`src/rtl/reqseq_pkg.sv`:
```
package reqseq_pkg;

  typedef enum logic [2:0] {
    OP_NOP    = 3'd0,
    OP_READ   = 3'd1,
    OP_WRITE  = 3'd2,
    OP_LOOKUP = 3'd3,
    OP_LEARN  = 3'd4,
    OP_SRD    = 3'd5,
    OP_SWR    = 3'd6,
    OP_DUAL   = 3'd7
  } op_e;

  localparam logic [1:0] TGT_DATA = 2'b00;
  localparam logic [1:0] TGT_MASK = 2'b01;
  localparam logic [1:0] TGT_REG  = 2'b10;
  localparam logic [1:0] TGT_CFG  = 2'b11;

  function automatic logic op_uses_ltype(op_e op);
    return (op == OP_LOOKUP) || (op == OP_LEARN);
  endfunction

  function automatic logic op_uses_gmsel(op_e op);
    return (op == OP_LOOKUP) || (op == OP_WRITE) || (op == OP_DUAL);
  endfunction

  function automatic logic op_uses_regsel(op_e op);
    return (op == OP_LOOKUP) || (op == OP_LEARN);
  endfunction

  function automatic logic op_hits_sram(op_e op);
    return (op == OP_SRD) || (op == OP_SWR) || (op == OP_DUAL);
  endfunction

  function automatic logic op_takes_word1(op_e op);
    return (op == OP_WRITE) || (op == OP_DUAL);
  endfunction

endpackage

```
`src/rtl/reqseq_capture.sv`:
```
module reqseq_capture
  import reqseq_pkg::*;
#(
  parameter int DATA_W = 72,
  parameter int SEL_W  = 4,
  parameter int LT_W   = 2,
  parameter int GM_W   = 3
) (
  input  logic              clk,
  input  logic              rst_n,
  input  logic              en,
  input  logic              stb,
  input  logic [2:0]        op,
  input  logic [SEL_W-1:0]  crsel,
  input  logic [DATA_W-1:0] data,
  input  logic [LT_W-1:0]   ltype,
  input  logic [GM_W-1:0]   gmsel,
  output logic              second,
  output logic              issue,
  output op_e               c_op,
  output logic [SEL_W-1:0]  c_cmp,
  output logic [SEL_W-1:0]  c_res,
  output logic [DATA_W-1:0] c_w0,
  output logic [DATA_W-1:0] c_w1,
  output logic [LT_W-1:0]   c_lt,
  output logic [GM_W-1:0]   c_gm
);

  localparam int TGT_HI = DATA_W - 1;

  logic accept;
  logic second_d;
  logic issue_d;

  // A disabled block still takes the configuration write that enables it.
  always_comb begin
    accept   = !second && stb &&
               (en || ((op == 3'(OP_WRITE)) && (data[TGT_HI -: 2] == TGT_CFG)));
    second_d = second ? 1'b0 : accept;
    issue_d  = second;
  end

  always_ff @(posedge clk or negedge rst_n) begin
    if (!rst_n) begin
      second <= 1'b0;
      issue  <= 1'b0;
    end else begin
      second <= second_d;
      issue  <= issue_d;
    end
  end

  // First-cycle fields.
  always_ff @(posedge clk) begin
    if (accept) begin
      c_op  <= op_e'(op);
      c_cmp <= crsel;
      c_w0  <= data;
      c_lt  <= ltype;
      c_gm  <= gmsel;
    end
  end

  // Second-cycle fields: the select field now names the result register.
  always_ff @(posedge clk) begin
    if (second) begin
      c_res <= crsel;
      c_w1  <= data;
    end
  end

endmodule

```
`src/rtl/reqseq_burst.sv`:
```
module reqseq_burst #(
  parameter int ADDR_W = 15,
  parameter int DATA_W = 72
) (
  input  logic              clk,
  input  logic              rst_n,
  input  logic              load,
  input  logic              load_arm,
  input  logic [ADDR_W-1:0] load_addr,
  input  logic [1:0]        load_tgt,
  input  logic              adv,
  input  logic [DATA_W-1:0] adv_data,
  output logic              b_issue,
  output logic [ADDR_W-1:0] b_addr,
  output logic [DATA_W-1:0] b_data,
  output logic [1:0]        b_tgt
);

  logic              armed;
  logic              armed_d;
  logic              b_issue_d;
  logic              step;
  logic [ADDR_W-1:0] cnt_d;

  always_comb begin
    step      = adv && armed && !load;
    armed_d   = load ? load_arm : armed;
    b_issue_d = step;
    cnt_d     = b_addr;
    if (load)      cnt_d = load_addr;
    else if (step) cnt_d = b_addr + 1'b1;
  end

  always_ff @(posedge clk or negedge rst_n) begin
    if (!rst_n) begin
      armed   <= 1'b0;
      b_issue <= 1'b0;
    end else begin
      armed   <= armed_d;
      b_issue <= b_issue_d;
    end
  end

  always_ff @(posedge clk) begin
    if (load || step) b_addr <= cnt_d;
    if (load)         b_tgt  <= load_tgt;
    if (step)         b_data <= adv_data;
  end

endmodule

```
`src/rtl/reqseq_idxbus.sv`:
```
module reqseq_idxbus #(
  parameter int IDX_W    = 15,
  parameter int SRAM_LAT = 2
) (
  input  logic             clk,
  input  logic             rst_n,
  input  logic             en,
  input  logic             cmd_acc,
  input  logic             cmd_we,
  input  logic [IDX_W-1:0] cmd_addr,
  input  logic             arr_done,
  input  logic             arr_learn,
  input  logic             arr_hit,
  input  logic [IDX_W-1:0] arr_index,
  input  logic             arr_rdone,
  output logic             idx_oe,
  output logic [IDX_W-1:0] idx_addr,
  output logic             sram_ce,
  output logic             sram_we,
  output logic             rd_ack
);

  logic             res_v;
  logic             res_ce;
  logic             res_we;
  logic [IDX_W-1:0] res_idx;
  logic             ardy;
  logic [SRAM_LAT:0] ack_pipe;

  always_ff @(posedge clk or negedge rst_n) begin
    if (!rst_n) begin
      res_v <= 1'b0;
      ardy  <= 1'b0;
    end else begin
      res_v <= arr_done && en;
      ardy  <= arr_rdone && en;
    end
  end

  always_ff @(posedge clk) begin
    if (arr_done) begin
      res_idx <= arr_index;
      res_ce  <= arr_learn || arr_hit;
      res_we  <= arr_learn;
    end
  end

  assign ack_pipe[0] = cmd_acc && !cmd_we;

  // One flop per cycle of SRAM read latency.
  for (genvar s = 0; s < SRAM_LAT; s++) begin : g_ack
    always_ff @(posedge clk or negedge rst_n) begin
      if (!rst_n) ack_pipe[s+1] <= 1'b0;
      else        ack_pipe[s+1] <= ack_pipe[s];
    end
  end

  always_comb begin
    idx_oe   = en;
    idx_addr = '0;
    sram_ce  = 1'b0;
    sram_we  = 1'b0;
    if (en && cmd_acc) begin
      idx_addr = cmd_addr;
      sram_ce  = 1'b1;
      sram_we  = cmd_we;
    end else if (en && res_v) begin
      idx_addr = res_idx;
      sram_ce  = res_ce;
      sram_we  = res_we;
    end
    rd_ack = en && (ardy || ack_pipe[SRAM_LAT]);
  end

endmodule

```
`src/rtl/reqseq.sv`:
```
module reqseq
  import reqseq_pkg::*;
#(
  parameter int DATA_W   = 72,
  parameter int ADDR_W   = 15,
  parameter int SEL_W    = 4,
  parameter int LT_W     = 2,
  parameter int GM_W     = 3,
  parameter int SRAM_LAT = 2
) (
  input  logic              clk,
  input  logic              rst_n,
  input  logic              req_stb,
  input  logic [2:0]        req_op,
  input  logic [SEL_W-1:0]  req_crsel,
  input  logic [DATA_W-1:0] req_data,
  input  logic [LT_W-1:0]   req_ltype,
  input  logic [GM_W-1:0]   req_gmsel,
  input  logic              burst_adv,
  input  logic              arr_rdone,
  input  logic              arr_done,
  input  logic              arr_learn,
  input  logic              arr_hit,
  input  logic [ADDR_W-1:0] arr_index,
  output logic              arr_req,
  output logic [2:0]        arr_op,
  output logic [1:0]        arr_tgt,
  output logic [ADDR_W-1:0] arr_addr,
  output logic [DATA_W-1:0] arr_wdata,
  output logic [LT_W-1:0]   arr_ltype,
  output logic [GM_W-1:0]   arr_gmsel,
  output logic [SEL_W-1:0]  arr_cmp_sel,
  output logic [SEL_W-1:0]  arr_res_sel,
  output logic              idx_oe,
  output logic [ADDR_W-1:0] idx_addr,
  output logic              sram_ce,
  output logic              sram_we,
  output logic              rd_ack
);

  localparam int TGT_HI = DATA_W - 1;

  logic              en;
  logic              en_d;
  logic              second;
  logic              issue;
  op_e               c_op;
  logic [SEL_W-1:0]  c_cmp;
  logic [SEL_W-1:0]  c_res;
  logic [DATA_W-1:0] c_w0;
  logic [DATA_W-1:0] c_w1;
  logic [LT_W-1:0]   c_lt;
  logic [GM_W-1:0]   c_gm;
  logic [1:0]        c_tgt;
  logic              b_issue;
  logic [ADDR_W-1:0] b_addr;
  logic [DATA_W-1:0] b_data;
  logic [1:0]        b_tgt;
  logic              burst_load;
  logic              burst_arm;
  logic              burst_step;
  logic              cfg_wr;
  logic              cmd_arr;
  logic              cmd_sram;

  reqseq_capture #(
    .DATA_W(DATA_W), .SEL_W(SEL_W), .LT_W(LT_W), .GM_W(GM_W)
  ) u_cap (
    .clk(clk), .rst_n(rst_n), .en(en), .stb(req_stb), .op(req_op),
    .crsel(req_crsel), .data(req_data), .ltype(req_ltype), .gmsel(req_gmsel),
    .second(second), .issue(issue), .c_op(c_op), .c_cmp(c_cmp), .c_res(c_res),
    .c_w0(c_w0), .c_w1(c_w1), .c_lt(c_lt), .c_gm(c_gm)
  );

  assign c_tgt = c_w0[TGT_HI -: 2];

  // The burst counter loads during the second cycle of a write, so a beat
  // may be requested as early as the write's issue cycle.
  always_comb begin
    burst_load = second && (c_op == OP_WRITE);
    burst_arm  = (c_tgt == TGT_DATA) || (c_tgt == TGT_MASK);
    burst_step = burst_adv && en && !second && !req_stb;
  end

  reqseq_burst #(.ADDR_W(ADDR_W), .DATA_W(DATA_W)) u_burst (
    .clk(clk), .rst_n(rst_n), .load(burst_load), .load_arm(burst_arm),
    .load_addr(c_w0[ADDR_W-1:0]), .load_tgt(c_tgt), .adv(burst_step),
    .adv_data(req_data), .b_issue(b_issue), .b_addr(b_addr), .b_data(b_data),
    .b_tgt(b_tgt)
  );

  always_comb begin
    cfg_wr   = issue && (c_op == OP_WRITE) && (c_tgt == TGT_CFG);
    en_d     = cfg_wr ? c_w1[0] : en;
    cmd_sram = issue && en && op_hits_sram(c_op);
    cmd_arr  = issue && en &&
               ((c_op == OP_READ) || (c_op == OP_LOOKUP) || (c_op == OP_LEARN) ||
                (c_op == OP_DUAL) || ((c_op == OP_WRITE) && (c_tgt != TGT_CFG)));
  end

  always_ff @(posedge clk or negedge rst_n) begin
    if (!rst_n) en <= 1'b0;
    else        en <= en_d;
  end

  // Array request: burst beats and command issues never share a cycle.
  always_comb begin
    arr_req     = 1'b0;
    arr_op      = 3'(OP_NOP);
    arr_tgt     = '0;
    arr_addr    = '0;
    arr_wdata   = '0;
    arr_ltype   = '0;
    arr_gmsel   = '0;
    arr_cmp_sel = '0;
    arr_res_sel = '0;
    if (en && b_issue) begin
      arr_req   = 1'b1;
      arr_op    = 3'(OP_WRITE);
      arr_tgt   = b_tgt;
      arr_addr  = b_addr;
      arr_wdata = b_data;
    end else if (cmd_arr) begin
      arr_req   = 1'b1;
      arr_op    = 3'(c_op);
      arr_tgt   = c_tgt;
      arr_addr  = c_w0[ADDR_W-1:0];
      arr_wdata = op_takes_word1(c_op) ? c_w1 : c_w0;
      if (op_uses_ltype(c_op))  arr_ltype = c_lt;
      if (op_uses_gmsel(c_op))  arr_gmsel = c_gm;
      if (op_uses_regsel(c_op)) begin
        arr_cmp_sel = c_cmp;
        arr_res_sel = c_res;
      end
    end
  end

  reqseq_idxbus #(.IDX_W(ADDR_W), .SRAM_LAT(SRAM_LAT)) u_idx (
    .clk(clk), .rst_n(rst_n), .en(en), .cmd_acc(cmd_sram),
    .cmd_we(c_op != OP_SRD), .cmd_addr(c_w0[ADDR_W-1:0]),
    .arr_done(arr_done), .arr_learn(arr_learn), .arr_hit(arr_hit),
    .arr_index(arr_index), .arr_rdone(arr_rdone), .idx_oe(idx_oe),
    .idx_addr(idx_addr), .sram_ce(sram_ce), .sram_we(sram_we), .rd_ack(rd_ack)
  );

endmodule

```
`config.mk`:
```
export PLATFORM = sky130hd
export DESIGN_NAME = reqseq
export DESIGN_NICKNAME = d
export VERILOG_FILES = /design/src/rtl/reqseq_pkg.sv /design/src/rtl/reqseq_capture.sv /design/src/rtl/reqseq_burst.sv /design/src/rtl/reqseq_idxbus.sv /design/src/rtl/reqseq.sv
export SDC_FILE = /design/constraint.sdc
export NUM_CORES = 1
export LEC_CHECK = 0
export BUFFER_PORTS_ARGS = -buffer_cell sky130_fd_sc_hd__buf_2
export CORE_MARGIN = 5
export CORE_UTILIZATION = 40
export DETAILED_ROUTE_END_ITERATION = 12
export GPL_TIMING_DRIVEN = 0
export PLACE_DENSITY_LB_ADDON = 0.1
export SETUP_SLACK_MARGIN = 0.1
export SLEW_MARGIN = 20
export SYNTH_ARGS = -nofsm -noshare
export SYNTH_HDL_FRONTEND = slang
export SYNTH_HIERARCHICAL = 1
export SYNTH_SLANG_ARGS = --single-unit
```
`constraint.sdc`:
```
create_clock -name clk -period 10.85 [get_ports clk]
set_input_delay 2.17 -clock clk [delete_from_list [all_inputs] [get_ports clk]]
set_output_delay 2.17 -clock clk [all_outputs]
set_load 0.01 [all_outputs]
```
==> metrics.yaml <==
timing:
  whs_ns: 0.350
  maxSlewViolCount: 0
  fin_crit_sh_pct: 48.1
  setup_viol: 0
  min_period_ns: 5.22
  rsz0062_at_grt: "no"
  tightestPinTransition_ns: 0.849
  finalHoldViolCount: 0
  max_freq_mhz: 191
  skew_ns: 0.0207
  slew_headroom_pct: 43.0
worst_setup_path:
  arrival_ns: 3.05
  slowest_delay_ns: 0.76
  end_kind: "primary output"
  crit_chain: "nand2_1, a211oi_1, and2_1, buf_6, buf_8, a32o_1, buf_2"
  critPathMaxFanout: 13
  slowest_stage: "a211oi_1"
  startpoint_type: "register"
  r2r_start: "u_cap/second$_DFF_PN0_"
  crit_type: "register to primary output"
  crit_start: "en$_DFFE_PN0P_"
  required_ns: 8.68
cells_and_area:
  drive_above_1_share_pct: 34.0
  final_core_util_pct: 50.4
  fillers: 2423
  syn_to_final_growth_pct: 25.1
  instances_no_fill: 1398
  final_nets: 1105
logic_synthesis:
  ys_ff_latch: 275
  synth.cell_area_um2: 11100
  synth.net_count: 831
  syn-instance-count: 723
  syn_avg_cell_area_um2: 15.3
  synth-edff-count: 266
  synth_ff_type: "edfxtp_1"
  async_reset_ff_share_pct: 3.27
  ys_types: 47
  synth_seq_area_share_pct: 74.1
  synth_warnings: 6
global_routing:
  grt_max_degree: 45
  grt_pass1_wl_um: 41800
  grt_pass1_vias: 7128
  antenna_found_initial: 5
  grt_usage_pct: 17.4
  grt_overflow_total: 0
die:
  die_w_um: 177
  dieArea_um2: 31200
  fp-row-count: 61
  core_um2: 27600
  die_y_um: 177
  initial_core_util_pct: 40.3
  pin_count: 232
clocking:
  cts_root_buf: "clkbuf_16"
  ctsHoldBuffers: 0
  cts_max_path_buffers: 3
  cts_repair_resize_count: 0
  numCtsBuffers: 30
  cts_tree: "built"
  clkTransAtPathRegs_ns: 0.06
  cts_sinks: 275
  htreeDepth: 1
  cts_setup_buffers: 0
  insertion_delay_ns: 0.55
power:
  p_per_area_nw_per_um2: 159
  ir_drop_uv: 122
  p_leak_uw: 0.00550
detailed_routing:
  wl_per_cell_um: 19.7
  drtAntennaViolNets: 0
  via_per_inst: 4.93
  wirelength_um: 27600
  first_iter_violations: 404
  firstDrtPassIters: 4
  vias: 6897
  drc: 0
worst_hold_path:
  hold_start: "u_idx/ack_pipe[1]$_DFF_PN0_"
  hp-class: "register to register"
run:
  max-cap-violations: 0
placement:
  place_congestion: 0.800
  hpwl_um: 18700
  place_inst: 1343
  portBuffers: 231
status:
  status: "completed"
-- area by class of cell --
cell class | count | area, um^2 | share of cell area (%)
Clock buffer | 36 | 773 | 5.57
Clock inverter | 17 | 189 | 1.36
Timing Repair Buffer | 242 | 1320 | 9.54
Sequential cell | 275 | 8220 | 59.2
Multi-Input combinational cell | 403 | 2620 | 18.9
Tap cell | 378 | 473 | 3.41
Inverter | 6 | 22.5 | 0.162
Antenna cell | 2 | 5.00 | 0.0361
Buffer | 39 | 256 | 1.85
-- path summary, 6_finish.rpt --
check                                                to  slack (ns)  depth (start not counted)
hold / removal              u_idx/ack_pipe[2]$_DFF_PN0_        0.35                          0
hold reg to reg             u_idx/ack_pipe[2]$_DFF_PN0_        0.35                          0
min in group asynchronous         u_cap/issue$_DFF_PN0_        1.47                          1
max in group asynchronous        u_cap/second$_DFF_PN0_        9.17                          1
setup / recovery                           idx_addr[12]        5.63                          7
setup reg to reg           u_burst/b_data[58]$_DFFE_PP_        7.93                          4
-- critical path, delay by kind of cell (launching register included) --
kind	cells	cell delay, ns
AO/OA/AOI/OAI	2	0.96
buffers and inverters	3	0.44
flip-flops	1	0.64
AND/OR/NAND/NOR	2	0.45
-- logic make-up after synthesis --
group	after synthesis	share of synthesized area (%)
AO/OA/AOI/OAI	129	7.49
buffers and inverters	45	2.52
AND/OR/NAND/NOR	184	7.90
multiplexers	76	6.90
flip-flops	275	74.1
XOR/XNOR	13	1.03
adder cells (fa/ha/maj)	1	0.113
-- synth_stat cells, types with 6 or more instances --
master      n  share of area [%]
edfxtp_1  266                 72
nand2_1   126                4.3
mux2i_1    72                6.5
o21ai_0    57                2.6
o21ai_1    25                1.1
o21ai_2    21                1.7
a32o_1     16                1.4
clkbuf_1   15               0.51
and2_1     14               0.79
xnor2_1    11               0.87
nor2_1     10               0.34
dfrtp_1     9                2.0
buf_4       8               0.54
buf_6       8               0.81
nand3_1     7               0.32
inv_1       6               0.20
-- flip-flops by register name (all words and copies together), names as in the netlist, 2 cells and up --
| signal | cells |
|---|---|
| u_cap/c_w1 | 72 |
| u_cap/c_res | 4 |
| u_cap/c_cmp | 4 |
| u_cap/c_w0 | 72 |
| u_cap/c_gm | 3 |
| u_idx/ack_pipe | 2 |
| u_cap/c_op | 3 |
| u_burst/b_addr | 15 |
| u_burst/b_data | 72 |
| u_burst/b_tgt | 2 |
| u_idx/res_idx | 15 |
| u_cap/c_lt | 2 |
-- stage by stage --
step	setup slack, ns	instance area (um^2)	TNS, ns	power (uW)
detailed placement	6.15	12900	0	1240
finish	5.63	13900	0	2210
floorplan	1.63	11100	0	1210
CTS	5.55	13900	0	2240
global placement	-3.98	12700	-333.55	1240
global route	5.42	13900	0	2290
-- layout by cell type (no fill, tap or decap), types with 2 or more instances in the layout --
| master | n |
|---|---|
| mux2i_1 | 72 |
| buf_8 | 4 |
| nand3_1 | 7 |
| buf_2 | 234 |
| clkbuf_16 | 30 |
| bufinv_16 | 4 |
| xnor2_1 | 11 |
| and2_1 | 14 |
| nand2_1 | 126 |
| buf_16 | 2 |
| diode_2 | 2 |
| o31ai_1 | 2 |
| inv_1 | 6 |
| nor2b_1 | 3 |
| edfxtp_1 | 266 |
| buf_4 | 8 |
| nor4_2 | 2 |
| dfrtp_1 | 8 |
| xor2_1 | 2 |
| o21ai_1 | 25 |
| o21ai_0 | 57 |
| clkinv_1 | 6 |
| clkbuf_2 | 4 |
| a21oi_1 | 2 |
| a32o_1 | 16 |
| buf_6 | 14 |
| nor2b_4 | 2 |
| mux2_2 | 4 |
| o21ai_2 | 21 |
| clkbuf_1 | 21 |
| nand3b_1 | 2 |
| clkinv_2 | 6 |
| nand4_1 | 2 |
| nor3_1 | 4 |
| nor2_1 | 10 |
-- power breakdown --
group          total, uW  switching, uW  internal [uW]
logic               38.2           20.6           17.6
clock network        991            394            598
registers           1180           3.64           1170
total               2210            418           1790
-- per-layer routing --
layer | vias up | part of all wire, % | GRT usage (%)
met5 | - | 0.21 | 0
met4 | 8 | 1.8 | 3.42
met3 | 41 | 6.9 | 4.41
met2 | 207 | 50 | 30.0
met1 | 3367 | 42 | 22.5
li1 | 3274 | - | -
Note: power is estimated with default switching activity, not from simulation.
